$ cat config.mk
export PLATFORM = sky130hd
export DESIGN_NAME = mac_stream_pipe
export DESIGN_NICKNAME = d
export VERILOG_FILES = /design/src/rtl/mac_pipe_pkg.sv /design/src/rtl/mac_addend_delay.sv /design/src/rtl/mac_mul_stage.sv /design/src/rtl/mac_add_stage.sv /design/src/rtl/mac_stream_pipe.sv
export SDC_FILE = /design/constraint.sdc
export NUM_CORES = 1
export LEC_CHECK = 0
export ABC_CLOCK_PERIOD_IN_PS = 7150
export BUFFER_PORTS_ARGS = -buffer_cell sky130_fd_sc_hd__buf_2
export CORE_UTILIZATION = 50
export CTS_CLUSTER_SIZE = 10
export DETAILED_ROUTE_END_ITERATION = 8
export GPL_TIMING_DRIVEN = 0
export MAX_ROUTING_LAYER = met4
export PLACE_DENSITY = 0.68
export SLEW_MARGIN = 40
export SYNTH_ARGS = -nofsm -noshare
export SYNTH_HDL_FRONTEND = slang
export SYNTH_SLANG_ARGS = --single-unit
$ cat constraint.sdc
create_clock -name clk -period 7.15 [get_ports clk]
set_input_delay 1.0725 -clock clk [delete_from_list [all_inputs] [get_ports clk]]
set_output_delay 1.0725 -clock clk [all_outputs]
set_load 0.01 [all_outputs]
$ cat src/rtl/mac_pipe_pkg.sv
package mac_pipe_pkg;

    // Cycle on which the addend is presented at the port.
    typedef enum logic {
        ADDEND_LATE    = 1'b0,  // one clock after its factors
        ADDEND_WITH_AB = 1'b1   // together with its factors
    } addend_mode_e;

endpackage

$ cat src/rtl/mac_addend_delay.sv
// One-clock delay for the addend when it arrives with its factors.
module mac_addend_delay #(
    parameter int W = 16
) (
    input  logic         clk,
    input  logic [W-1:0] c_in,
    output logic [W-1:0] c_out
);

    logic [W-1:0] c_d, c_q;

    always_comb begin
        c_d = c_in;
    end

    always_ff @(posedge clk) begin
        c_q <= c_d;
    end

    assign c_out = c_q;

endmodule

$ cat src/rtl/mac_mul_stage.sv
// Segments one and two: latch the factors, then multiply and latch the addend.
module mac_mul_stage #(
    parameter int W = 16
) (
    input  logic           clk,
    input  logic           rst,
    input  logic           v_in,
    input  logic [W-1:0]   a_in,
    input  logic [W-1:0]   b_in,
    input  logic [W-1:0]   c_in,
    output logic           v_out,
    output logic [2*W-1:0] prod_out,
    output logic [W-1:0]   addend_out
);

    localparam int PW = 2 * W;

    typedef struct packed {
        logic          v1;
        logic [W-1:0]  fa;
        logic [W-1:0]  fb;
        logic          v2;
        logic [PW-1:0] prod;
        logic [W-1:0]  addend;
    } mul_state_t;

    mul_state_t st_d, st_q;

    always_comb begin
        st_d        = st_q;
        st_d.v1     = v_in;
        st_d.fa     = a_in;
        st_d.fb     = b_in;
        st_d.v2     = st_q.v1;
        st_d.prod   = {{W{st_q.fa[W-1]}}, st_q.fa} * {{W{st_q.fb[W-1]}}, st_q.fb};
        st_d.addend = c_in;
        if (rst) begin
            st_d.v1 = 1'b0;
            st_d.v2 = 1'b0;
        end
    end

    always_ff @(posedge clk) begin
        st_q <= st_d;
    end

    assign v_out      = st_q.v2;
    assign prod_out   = st_q.prod;
    assign addend_out = st_q.addend;

endmodule

$ cat src/rtl/mac_add_stage.sv
// Segment three: add the aligned addend to the product.
module mac_add_stage #(
    parameter int W = 16
) (
    input  logic           clk,
    input  logic           rst,
    input  logic           v_in,
    input  logic [2*W-1:0] prod_in,
    input  logic [W-1:0]   addend_in,
    output logic           v_out,
    output logic [2*W:0]   sum_out
);

    localparam int SW = 2 * W + 1;

    typedef struct packed {
        logic          v;
        logic [SW-1:0] sum;
    } add_state_t;

    add_state_t st_d, st_q;

    always_comb begin
        st_d     = st_q;
        st_d.v   = v_in;
        st_d.sum = {prod_in[2*W-1], prod_in} + {{(W+1){addend_in[W-1]}}, addend_in};
        if (rst) begin
            st_d.v = 1'b0;
        end
    end

    always_ff @(posedge clk) begin
        st_q <= st_d;
    end

    assign v_out   = st_q.v;
    assign sum_out = st_q.sum;

endmodule

$ cat src/rtl/mac_stream_pipe.sv
module mac_stream_pipe
    import mac_pipe_pkg::*;
#(
    parameter int           W    = 16,
    parameter addend_mode_e MODE = ADDEND_LATE
) (
    input  logic           clk,
    input  logic           rst,
    input  logic           in_valid,
    input  logic [W-1:0]   in_a,
    input  logic [W-1:0]   in_b,
    input  logic [W-1:0]   in_c,
    output logic           out_valid,
    output logic [2*W:0]   out_sum
);

    logic [W-1:0]   c_aligned;
    logic           mid_v;
    logic [2*W-1:0] mid_prod;
    logic [W-1:0]   mid_addend;

    generate
        if (MODE == ADDEND_WITH_AB) begin : g_delay
            mac_addend_delay #(.W(W)) u_delay (
                .clk   (clk),
                .c_in  (in_c),
                .c_out (c_aligned)
            );
        end else begin : g_direct
            assign c_aligned = in_c;
        end
    endgenerate

    mac_mul_stage #(.W(W)) u_mul (
        .clk        (clk),
        .rst        (rst),
        .v_in       (in_valid),
        .a_in       (in_a),
        .b_in       (in_b),
        .c_in       (c_aligned),
        .v_out      (mid_v),
        .prod_out   (mid_prod),
        .addend_out (mid_addend)
    );

    mac_add_stage #(.W(W)) u_add (
        .clk       (clk),
        .rst       (rst),
        .v_in      (mid_v),
        .prod_in   (mid_prod),
        .addend_in (mid_addend),
        .v_out     (out_valid),
        .sum_out   (out_sum)
    );

endmodule

==> key figures, run 1 <==
Logic synthesis
  • Most instantiated cells after synthesis: 300 x inv_1, 263 x fa_1, 131 x nand2_1
  • Yosys reg bits: 116
  • Avg Cell Area, Syn: 9.75 µm²
  • Top-count cell post-synth: inv_1
  • Synth area leader: fa_1
  • Mapped cell area: 13800 µm²
  • Synth unique cells: 61
  • Top_reg_cell synth: dfxtp_1
  • Register area share after synthesis: 16.9%
  • Post-synth top area share: 38.3%
  • Synth Warn #: 0
  • Area contributors post-synth: fa_1 38%, dfxtp_1 17%, ha_1 10%
  • Synth Instances: 1412
  • Syn nets: 1840
  • Synth async-reset ratio: 0%
  • EDFF count, synth: 0

Cells and area
  • Nets@finish: 1943
  • Area grow syn2layout: 10.7%
  • Post-route insts no fill: 1871
  • Post-layout util: 56.5%
  • Fill cells: 2385
  • Share of layout cells above drive strength 1: 9.03%

Floorplan
  • Chip Width: 168 µm
  • DIE HEIGHT: 168 µm
  • Starting Density: 51.1%
  • Die area: 28200 µm²
  • Std-Cell Rows: 60
  • Num ports: 85
  • Core ar.: 27000 µm²

Timing
  • Min Tclk post-route: 6530 ps
  • Fin Clk Skew: 13.3 ps
  • Worst Tran Pin Value: 734 ps
  • Crit share post-route: 91.4%
  • Setup_tns: 0 ps
  • Hold slack final: 435 ps
  • Fmax: 153 MHz
  • Slew Limit Fails: 0
  • Hold Fails Final Rpt: 0
  • Slew HR: 51.0%
  • RSZ-0062 raised after global routing: false
  • Final setup fails: 0

Route
  • Antenna Nets Post-Route: 0
  • DRC viols: 0
  • DR pass1 iterations: 5
  • Via Count: 9611
  • Average vias per placed instance: 5.14
  • Avg WL per Cell: 16.6 µm
  • Initial drt markers: 562
  • WL final: 31.1 mm

Global route
  • Initial antenna violation count: 1
  • Global Route met2 Usage: 41.9%
  • Grt total ovfl: 0
  • GR Util met1: 28.1%
  • Largest net degree at the start of global routing: 18
  • Global-route wire length before repair: 52.0 mm
  • Met3 global-route usage: 5.05%
  • All-Layer GR Usage: 24.8%
  • Global route hottest layer: met2
  • Vias in the first global route: 10464

Worst setup path
  • CP arrival: 6840 ps
  • Worst Setup SP: u_mul.st_q[73]
  • Max Fanout on Critical Path: 10
  • Worst Setup End Kind: flip-flop
  • Launch point of the worst reg-to-reg path: u_mul.st_q[73]
  • CP Data Required Time: 7460 ps
  • Type of origin of the critical path: flip-flop
  • WS Path Type: flip-flop to flip-flop

CTS
  • Clk_lat worst skew: 440 ps
  • Post-CTS setup buffers: 0
  • CTS Buffer Depth: 2
  • Resized Gates After CTS: 0
  • H-tree depth: 4
  • CTS tree: yes
  • Clock root buffer: clkbuf_16
  • Reg clk slew, reported paths: 60 ps
  • Hold buffer count at CTS: 0
  • CTS buffer count: 17
  • CTS sink count: 116

Run
  • Max_cap viols: 0

Placement
  • Gpl congestion: 0.957
  • IO buf count: 84
  • Dpl cells: 1837
  • Final HPWL DP: 25.5 mm

Worst hold path
  • Hold Crit Start: u_mul.v_out
  • Hold Crit Class: flip-flop to flip-flop

Outcome
  • Outcome: completed
==> kinds of logic (layout without fill, tap and decap cells) <==
| group | count (synthesis) | in the layout | synth area share (%) |
|---|---|---|---|
| buffers and inverters | 334 | 450 | 9.12 |
| AOI/OAI and AO/OA | 157 | 157 | 7.84 |
| DFF | 116 | 116 | 16.9 |
| and+or+nand+nor | 364 | 364 | 13.4 |
| muxes | 3 | 3 | 0.236 |
| adders and majority gates | 377 | 377 | 48.6 |
| other | 0 | 2 | 0 |
| xor gates and xnor gates | 61 | 61 | 3.88 |
==> metrics by stage <==
stage                     cell area (µm²)  setup WS, ps
after floorplan                     13800          1410
after global placement              14600           671
after detailed placement            14600           592
after CTS                           15200           592
after global routing                15200           199
final                               15200           615
==> final timing paths <==
check,to,slack (ps),cells past startpoint
worst min-delay path,u_add.v_out,430,1
worst max-delay path,u_mul.prod_out[28],620,21
worst min register to register,u_add.v_out,430,1
worst max register to register,u_mul.prod_out[28],620,21
==> flip-flops by register name (all words and copies together), names as in the netlist <==
signal            flops
u_mul.v_out           1
u_mul.addend_out     16
u_mul.st_q           33
u_add.v_out           1
u_add.sum_out        33
u_mul.prod_out       32
==> metal layers <==
metal	wire length [µm]	part of all wire [%]	vias up
li1	-	-	4510
met1	12700	41	4708
met2	15200	49	291
met3	1720	5.5	102
met4	1500	4.8	0
met5	0	0	-
==> cells in the final DEF (no fill, tap or decap), types with 7 or more instances in the layout <==
master     instances
clkbuf_1          33
and2_1           130
nor3_1            12
fa_1             263
dfxtp_1          116
nor2b_1           14
nand3_1            7
a21o_1            17
o21a_1            12
o21ai_0           18
clkbuf_16         17
xnor2_1           45
o21bai_1          10
inv_1            300
a21oi_1           55
nand2_1          131
xor2_1            16
and3_1             8
buf_2             84
nand2b_1           8
ha_1             114
nor2_1            39
==> cell type report <==
cell class	count	area [µm²]	share of cell area, %
multi-input combinational	962	10200	66.8
sequential	116	2320	15.2
inverter	300	1130	7.39
clock buffer	19	453	2.97
tap	341	427	2.80
timing repair buffer	84	420	2.76
clock inverter	13	170	1.12
buffer	34	129	0.846
antenna	2	5.00	0.0328
==> critical path, cell delays in order (launching register included) <==
cell and delay (ps):
dfxtp_1 560, clkbuf_1 510, nand2_1 160, fa_1 530, fa_1 540, inv_1 40, ha_1 280, ha_1 290
fa_1 480, inv_1 50, fa_1 470, inv_1 40, ha_1 350, a2111oi_2 370, o21ai_1 120, and3_4 210
a311o_2 450, a31oi_4 260, a21oi_2 120, o221ai_2 250, a21oi_1 150, xor2_1 170
Power of run 1 is not shown: default switching activity piles up to over one toggle a cycle in this logic, so the estimate is an artifact.
==> run 2, diff against run 1 <==
--- a/config.mk
+++ b/config.mk
@@ -7,6 +7,7 @@
 export LEC_CHECK = 0
 export ABC_CLOCK_PERIOD_IN_PS = 7150
 export BUFFER_PORTS_ARGS = -buffer_cell sky130_fd_sc_hd__buf_2
+export CORE_ASPECT_RATIO = 1.75
 export CORE_UTILIZATION = 50
 export CTS_CLUSTER_SIZE = 10
 export DETAILED_ROUTE_END_ITERATION = 8
==> run 2 against run 1 <==
Clock-buffer cell count unchanged. Register-to-register slack got worse by 130 ps. Final area decreased by 0.21%. Routed wire length grew 8.4%. Die area is essentially flat. Critical path type unchanged. Non-clock buffer count did not move. Final cell count up 1.3%. Via count grew 3.4%. Sequential cell count is the same. Largest cell class unchanged. Global-route usage increased by 2.8 points. Clock skew decreased by 1.9 ps. Sequential share of layout area about the same.
==> key figures, run 2 (synthesis gave the netlist of run 1 again) <==
Route
  • Via Count: 9939 (+3.4%)
  • DRC viols: 0 (unchanged)
  • Average vias per placed instance: 5.24 (+2.0%)
  • WL final: 33.7 mm (+8.4%)
  • DR pass1 iterations: 5 (unchanged)
  • Antenna Nets Post-Route: 0 (unchanged)
  • Avg WL per Cell: 17.8 µm (+7.0%)
  • Initial drt markers: 377 (-33%)

Floorplan
  • Starting Density: 50.7% (-0.33 points)
  • DIE HEIGHT: 221 µm (+32%)
  • Std-Cell Rows: 80 (+33%)
  • Chip Width: 127 µm (-24%)
  • Core ar.: 27100 µm² (+0.65%)
  • Num ports: 85 (unchanged)
  • Die area: 28200 µm² (about the same)

Placement
  • Post-DP Area: 14600 µm² (+0.24%)
  • IO buf count: 84 (unchanged)
  • Final HPWL DP: 28.3 mm (+11%)
  • Gpl congestion: 0.977 (+2.1%)
  • Pre-CTS setup slack: 529 ps (-62.8 ps)

Run
  • Max_cap viols: 0 (unchanged)

Worst setup path
  • Reg-to-reg slack, setup: 490 ps (-130 ps)
  • RR Endpoint: u_mul.prod_out[28]
  • CP Data Required Time: 7480 ps (+20 ps)
  • CP Depth: 22 (+4.8%)
  • WP buf/inv: 5 (+1)
  • Launch point of the worst reg-to-reg path: u_mul.st_q[68]
  • Max Fanout on Critical Path: 10 (unchanged)
  • Slowest CP cell: fa_1
  • Worst Setup End Kind: flip-flop
  • Worst R2R Path Depth: 22 (+4.8%)
  • Type of origin of the critical path: flip-flop
  • Max incr delay on CP: 540 ps (-20 ps)
  • Critical Path Sink: u_mul.prod_out[28]
  • CP arrival: 7000 ps (+160 ps)
  • Crit-path cells: clkbuf_1 -> and2_1 -> fa_1 -> fa_1 -> ha_1 -> inv_1 -> fa_1 -> inv_1 -> fa_1 -> inv_1 -> fa_1 -> inv_1 -> ha_1 -> a2111oi_2 -> o21ai_1 -> and3_4 -> a311o_2 -> a31oi_4 -> a21oi_2 -> o221ai_2 -> a21oi_1 -> xor2_1
  • CP delay by family, top: adder cells
  • Crit path top cell by count: fa_1
  • WS Path Type: flip-flop to flip-flop
  • Worst Setup SP: u_mul.st_q[68]

CTS
  • CTS sink count: 116 (unchanged)
  • Clk_lat worst skew: 450 ps (about the same)
  • Clock root buffer: clkbuf_16
  • Reg clk slew, reported paths: 60 ps (about the same)
  • Hold buffer count at CTS: 0 (unchanged)
  • CTS tree: yes
  • H-tree depth: 4 (unchanged)
  • Resized Gates After CTS: 0 (unchanged)
  • CTS buffer count: 17 (unchanged)
  • Post-CTS setup buffers: 0 (unchanged)
  • CTS Buffer Depth: 2 (unchanged)

Timing
  • Fin Clk Skew: 11.4 ps (-1.91 ps)
  • Min Tclk post-route: 6660 ps (+128 ps)
  • RSZ-0062 raised after global routing: false
  • Setup_tns: 0 ps (unchanged)
  • Worst Tran Pin Value: 699 ps (-35.4 ps)
  • Crit share post-route: 93.2% (+1.8 points)
  • Final setup fails: 0 (unchanged)
  • Hold slack final: 436 ps (+1.54 ps)
  • Slew HR: 53.4% (+2.4 points)
  • Fin worst setup slack: 487 ps (-128 ps)
  • Fmax: 150 MHz (-1.9%)
  • Hold Fails Final Rpt: 0 (unchanged)
  • Slew Limit Fails: 0 (unchanged)

Outcome
  • Outcome: completed

Cells and area
  • Post-route design area: 15200 µm² (-0.21%)
  • Nets@finish: 1943 (unchanged)
  • # diodes: 0 (-2)
  • Share of layout cells above drive strength 1: 8.97% (-0.060 points)
  • Fill cells: 2466 (+3.4%)
  • Most common cell after layout, fill and taps aside: inv_1
  • Area grow syn2layout: 10.5%
  • Commonest cells after routing, fill and taps aside: 300 x inv_1, 263 x fa_1, 131 x nand2_1

Worst hold path
  • Hold Crit Class: flip-flop to flip-flop

Global route
  • Grt total ovfl: 0 (unchanged)
  • Initial antenna violation count: 0 (-1)
  • Met3 global-route usage: 4.16% (-0.90 points)
  • GR Util met1: 23.0% (-5.1 points)
  • Vias in the first global route: 11424 (+9.2%)
  • All-Layer GR Usage: 27.6% (+2.8 points)
  • Global-route wire length before repair: 55.5 mm (+6.8%)
  • Global route hottest layer: met2
  • Largest net degree at the start of global routing: 18 (unchanged)
  • Global Route met2 Usage: 52.3% (+10 points)
[run 2: cell count changes in the layout (fill, tap and decap cells not counted)]
cell        change
bufinv_16       -2
clkinv_2        +1
clkinv_4        -1
clkinvlp_4      +5
diode_2         -2
inv_6           -4
[run 2: how the worst min path moves through the flow]
stage | end | slack (ps) | startpoint | cells past startpoint
after global placement | u_add.v_out | 420 | u_mul.v_out | 1
after global routing | u_add.v_out | 460 | u_mul.v_out | 1
final | u_add.sum_out[0] | 440 | u_mul.prod_out[0] | 1
after CTS | u_add.sum_out[0] | 440 | u_mul.prod_out[0] | 1
after detailed placement | u_mul.v_out | 430 | u_mul.st_q[81] | 1
after floorplan | u_add.v_out | 410 | u_mul.v_out | 1
[run 2: per-layer routing]
metal | routed length [µm] | vias up
met5 | 0 | -
met4 | 3080 | 0
met3 | 1040 | 155
met2 | 19400 | 259
met1 | 10200 | 5007
li1 | - | 4518
[run 2: stage by stage]
step           utilization [%]  std cells
3_5_place_dp              54.0       1865
4_1_cts                   56.1       1896
2_1_floorplan                -       1412
3_3_place_gp              54.0       1865
6_report                  56.1       1896
5_1_grt                   56.1       1896
[run 2: layout make-up]
class	count	area (µm²)	share of cell area (%)
Clock buffer	19	453	2.98
Inverter	300	1130	7.41
Sequential cell	116	2320	15.3
Multi-Input combinational cell	962	10200	67.0
Buffer	34	129	0.848
Tap cell	369	462	3.04
Clock inverter	12	109	0.716
Timing Repair Buffer	84	420	2.76
Power of run 2 is left out for the same reason.
==> run 3, diff against run 2 <==
--- a/config.mk
+++ b/config.mk
@@ -5,7 +5,8 @@
 export SDC_FILE = /design/constraint.sdc
 export NUM_CORES = 1
 export LEC_CHECK = 0
-export ABC_CLOCK_PERIOD_IN_PS = 7150
+export ABC_AREA = 1
+export ABC_CLOCK_PERIOD_IN_PS = 8500
 export BUFFER_PORTS_ARGS = -buffer_cell sky130_fd_sc_hd__buf_2
 export CORE_ASPECT_RATIO = 1.75
 export CORE_UTILIZATION = 50
@@ -13,7 +14,7 @@
 export DETAILED_ROUTE_END_ITERATION = 8
 export GPL_TIMING_DRIVEN = 0
 export MAX_ROUTING_LAYER = met4
-export PLACE_DENSITY = 0.68
+export PLACE_DENSITY = 0.71
 export SLEW_MARGIN = 40
 export SYNTH_ARGS = -nofsm -noshare
 export SYNTH_HDL_FRONTEND = slang
==> constraint.sdc (replaced) <==
create_clock -name clk -period 8.5 [get_ports clk]
set_input_delay 1.275 -clock clk [delete_from_list [all_inputs] [get_ports clk]]
set_output_delay 1.275 -clock clk [all_outputs]
set_load 0.01 [all_outputs]
==> run 3 against run 2 <==
Via count up 33%. Register-to-register slack better by 1600 ps. Critical path type unchanged. Synthesized cell count up 47%. Non-clock buffer count up 24. Hold slack worse by 24 ps. Fmax up 3.3%. First-iteration DRC count up 61%. Sequential share of layout area down 1.7 points. Largest cell class unchanged. Routed wire length up 30%. Global-route usage up 3.1 points. Critical path depth down 2.
==> key figures, run 3 <==
Logic synthesis
  • Synth Warn #: 0 (unchanged)
  • Synth unique cells: 33 (-46%)
  • Area contributors post-synth: fa_1 34%, dfxtp_1 15%, nand2_1 15%
  • Post-synth top area share: 33.8% (-4.5 points)
  • Yosys reg bits: 116 (unchanged)
  • Register area share after synthesis: 14.9% (-2.0 points)
  • Avg Cell Area, Syn: 7.49 µm² (-23%)
  • Mapped cell area: 15600 µm² (+13%)
  • Top-count cell post-synth: nand2_1
  • Top_reg_cell synth: dfxtp_1
  • Syn nets: 2509 (+36%)
  • Synth async-reset ratio: 0% (unchanged)
  • EDFF count, synth: 0 (unchanged)
  • Synth Instances: 2081 (+47%)
  • Synth area leader: fa_1
  • Most instantiated cells after synthesis: 609 x nand2_1, 582 x inv_1, 263 x fa_1

Cells and area
  • Post-layout util: 55.5% (-0.51 points)
  • Area grow syn2layout: 9.56%
  • Nets@finish: 2612 (+34%)
  • Commonest cells after routing, fill and taps aside: 609 x nand2_1, 582 x inv_1, 263 x fa_1
  • Most common cell after layout, fill and taps aside: nand2_1
  • # diodes: 0 (unchanged)
  • Fill cells: 2972 (+21%)
  • Share of layout cells above drive strength 1: 7.47% (-1.5 points)

Worst hold path
  • Hold Crit Class: flip-flop to flip-flop
  • Worst Hold Depth: 2 (+1)
  • Hold Crit Start: u_mul.st_q[81]
  • Hold Crit Endpoint: u_mul.v_out

Worst setup path
  • Slowest CP cell: fa_1
  • Max incr delay on CP: 570 ps (+30 ps)
  • CP Data Required Time: 8830 ps (+1350 ps)
  • Reg-to-reg slack, setup: 2050 ps (+1560 ps)
  • Crit path top cell by count: fa_1
  • Crit-path cells: clkbuf_1 -> clkbuf_1 -> nand2_1 -> fa_1 -> fa_1 -> fa_1 -> inv_1 -> fa_1 -> fa_1 -> inv_1 -> fa_1 -> inv_1 -> ha_1 -> nand2_1 -> inv_2 -> nand2_1 -> nor3_1 -> nand3_1 -> nand4_1 -> nand2_1
  • CP arrival: 6780 ps (-220 ps)
  • WP buf/inv: 6 (+1)
  • Launch point of the worst reg-to-reg path: u_mul.st_q[50]
  • CP delay by family, top: adder cells
  • Max Fanout on Critical Path: 10 (unchanged)
  • Type of origin of the critical path: flip-flop
  • RR Endpoint: u_mul.prod_out[26]
  • Worst Setup End Kind: flip-flop
  • Worst R2R Path Depth: 20 (-9.1%)
  • WS Path Type: flip-flop to flip-flop

Global route
  • Global-route wire length before repair: 70.6 mm (+27%)
  • All-Layer GR Usage: 30.7% (+3.1 points)
  • Largest net degree at the start of global routing: 18 (unchanged)
  • Initial antenna violation count: 0 (unchanged)
  • Grt total ovfl: 0 (unchanged)
  • Vias in the first global route: 14397 (+26%)

Route
  • Avg WL per Cell: 16.9 µm (-4.9%)
  • Antenna Nets Post-Route: 0 (unchanged)
  • Average vias per placed instance: 5.10 (-2.8%)
  • DRC viols: 0 (unchanged)
  • WL final: 43.7 mm (+30%)
  • Via Count: 13183 (+33%)
  • Initial drt markers: 607 (+61%)
  • DR pass1 iterations: 8 (+3)

CTS
  • Resized Gates After CTS: 0 (unchanged)
  • H-tree depth: 4 (unchanged)
  • Clock root buffer: clkbuf_16
  • CTS sink count: 116 (unchanged)
  • CTS Buffer Depth: 2 (unchanged)
  • Post-CTS setup buffers: 0 (unchanged)
  • Reg clk slew, reported paths: 60 ps (about the same)
  • Hold buffer count at CTS: 0 (unchanged)
  • CTS buffer count: 17 (unchanged)
  • Clk_lat worst skew: 450 ps (about the same)
  • CTS tree: yes

Run
  • Max_cap viols: 0 (unchanged)

Placement
  • Final HPWL DP: 37.0 mm (+31%)
  • IO buf count: 84 (unchanged)
  • Gpl congestion: 1.03 (+5.3%)

Floorplan
  • Chip Width: 135 µm (+6.3%)
  • Num ports: 85 (unchanged)
  • Core ar.: 30700 µm² (+13%)
  • DIE HEIGHT: 236 µm (+6.4%)
  • Std-Cell Rows: 85 (+6.3%)
  • Die area: 31900 µm² (+13%)
  • Starting Density: 50.7% (about the same)

Timing
  • Min Tclk post-route: 6450 ps (-214 ps)
  • Setup_tns: 0 ps (unchanged)
  • Fin Clk Skew: 11.4 ps (+0.00320 ps)
  • Final setup fails: 0 (unchanged)
  • Worst Tran Pin Value: 797 ps (+98.7 ps)
  • Slew Limit Fails: 0 (unchanged)
  • Hold Fails Final Rpt: 0 (unchanged)
  • Crit share post-route: 75.9% (-17 points)
  • RSZ-0062 raised after global routing: false
  • Slew HR: 46.8% (-6.5 points)
  • Fmax: 155 MHz (+3.3%)

Outcome
  • Outcome: completed
## run 3: kinds of logic after synthesis
family	count (synthesis)	synth area share [%]
and+or+nand+nor	832	22.0
DFF	116	14.9
buffers and inverters	647	15.6
adders and majority gates	377	42.9
xor gates and xnor gates	33	1.85
AOI/OAI and AO/OA	76	2.74
## run 3: worst max-delay path by stage
stage                                    end            from  slack (ps)  cells after the start
after floorplan           u_mul.prod_out[31]  u_mul.st_q[80]        3170                     21
after global placement    u_mul.prod_out[23]  u_mul.st_q[54]        2240                     20
after detailed placement  u_mul.prod_out[25]  u_mul.st_q[50]        2180                     21
after CTS                 u_mul.prod_out[25]  u_mul.st_q[50]        2110                     21
after global routing      u_mul.prod_out[30]  u_mul.st_q[54]        1690                     21
final                     u_mul.prod_out[26]  u_mul.st_q[50]        2050                     20
## run 3: cell type report
cell class	count	area [µm²]	share of cell area [%]
Clock buffer	17	425	2.49
Tap cell	391	489	2.87
Buffer	58	218	1.28
Inverter	589	2210	13.0
Clock inverter	14	154	0.902
Sequential cell	116	2320	13.6
Timing Repair Buffer	84	420	2.46
Multi-Input combinational cell	1318	10800	63.4
## run 3: tightest hold or removal path, stage by stage (launching register included)
cell,delay (ps)
dfxtp_1,300
inv_1,40
nor2_1,30
## run 3: through the flow
step | hold slack [ps] | area, µm² | instances | worst slack, ps
floorplan | 388 | 15600 | 2081 | 3170
finish | 412 | 17100 | 2587 | 2050
global placement | 398 | 16500 | 2556 | 2240
detailed placement | 413 | 16500 | 2556 | 2180
global route | 442 | 17100 | 2587 | 1690
CTS | 418 | 17100 | 2587 | 2110
## run 3: routing by layer
layer  GRT usage, %  up-vias  wire length, µm
li1               -     6180                -
met1           26.7     6291            13700
met2           55.7      477            23400
met3           4.26      235             1880
met4           27.9        0             4680
met5              -        -                0
Power of run 3 is left out for the same reason.
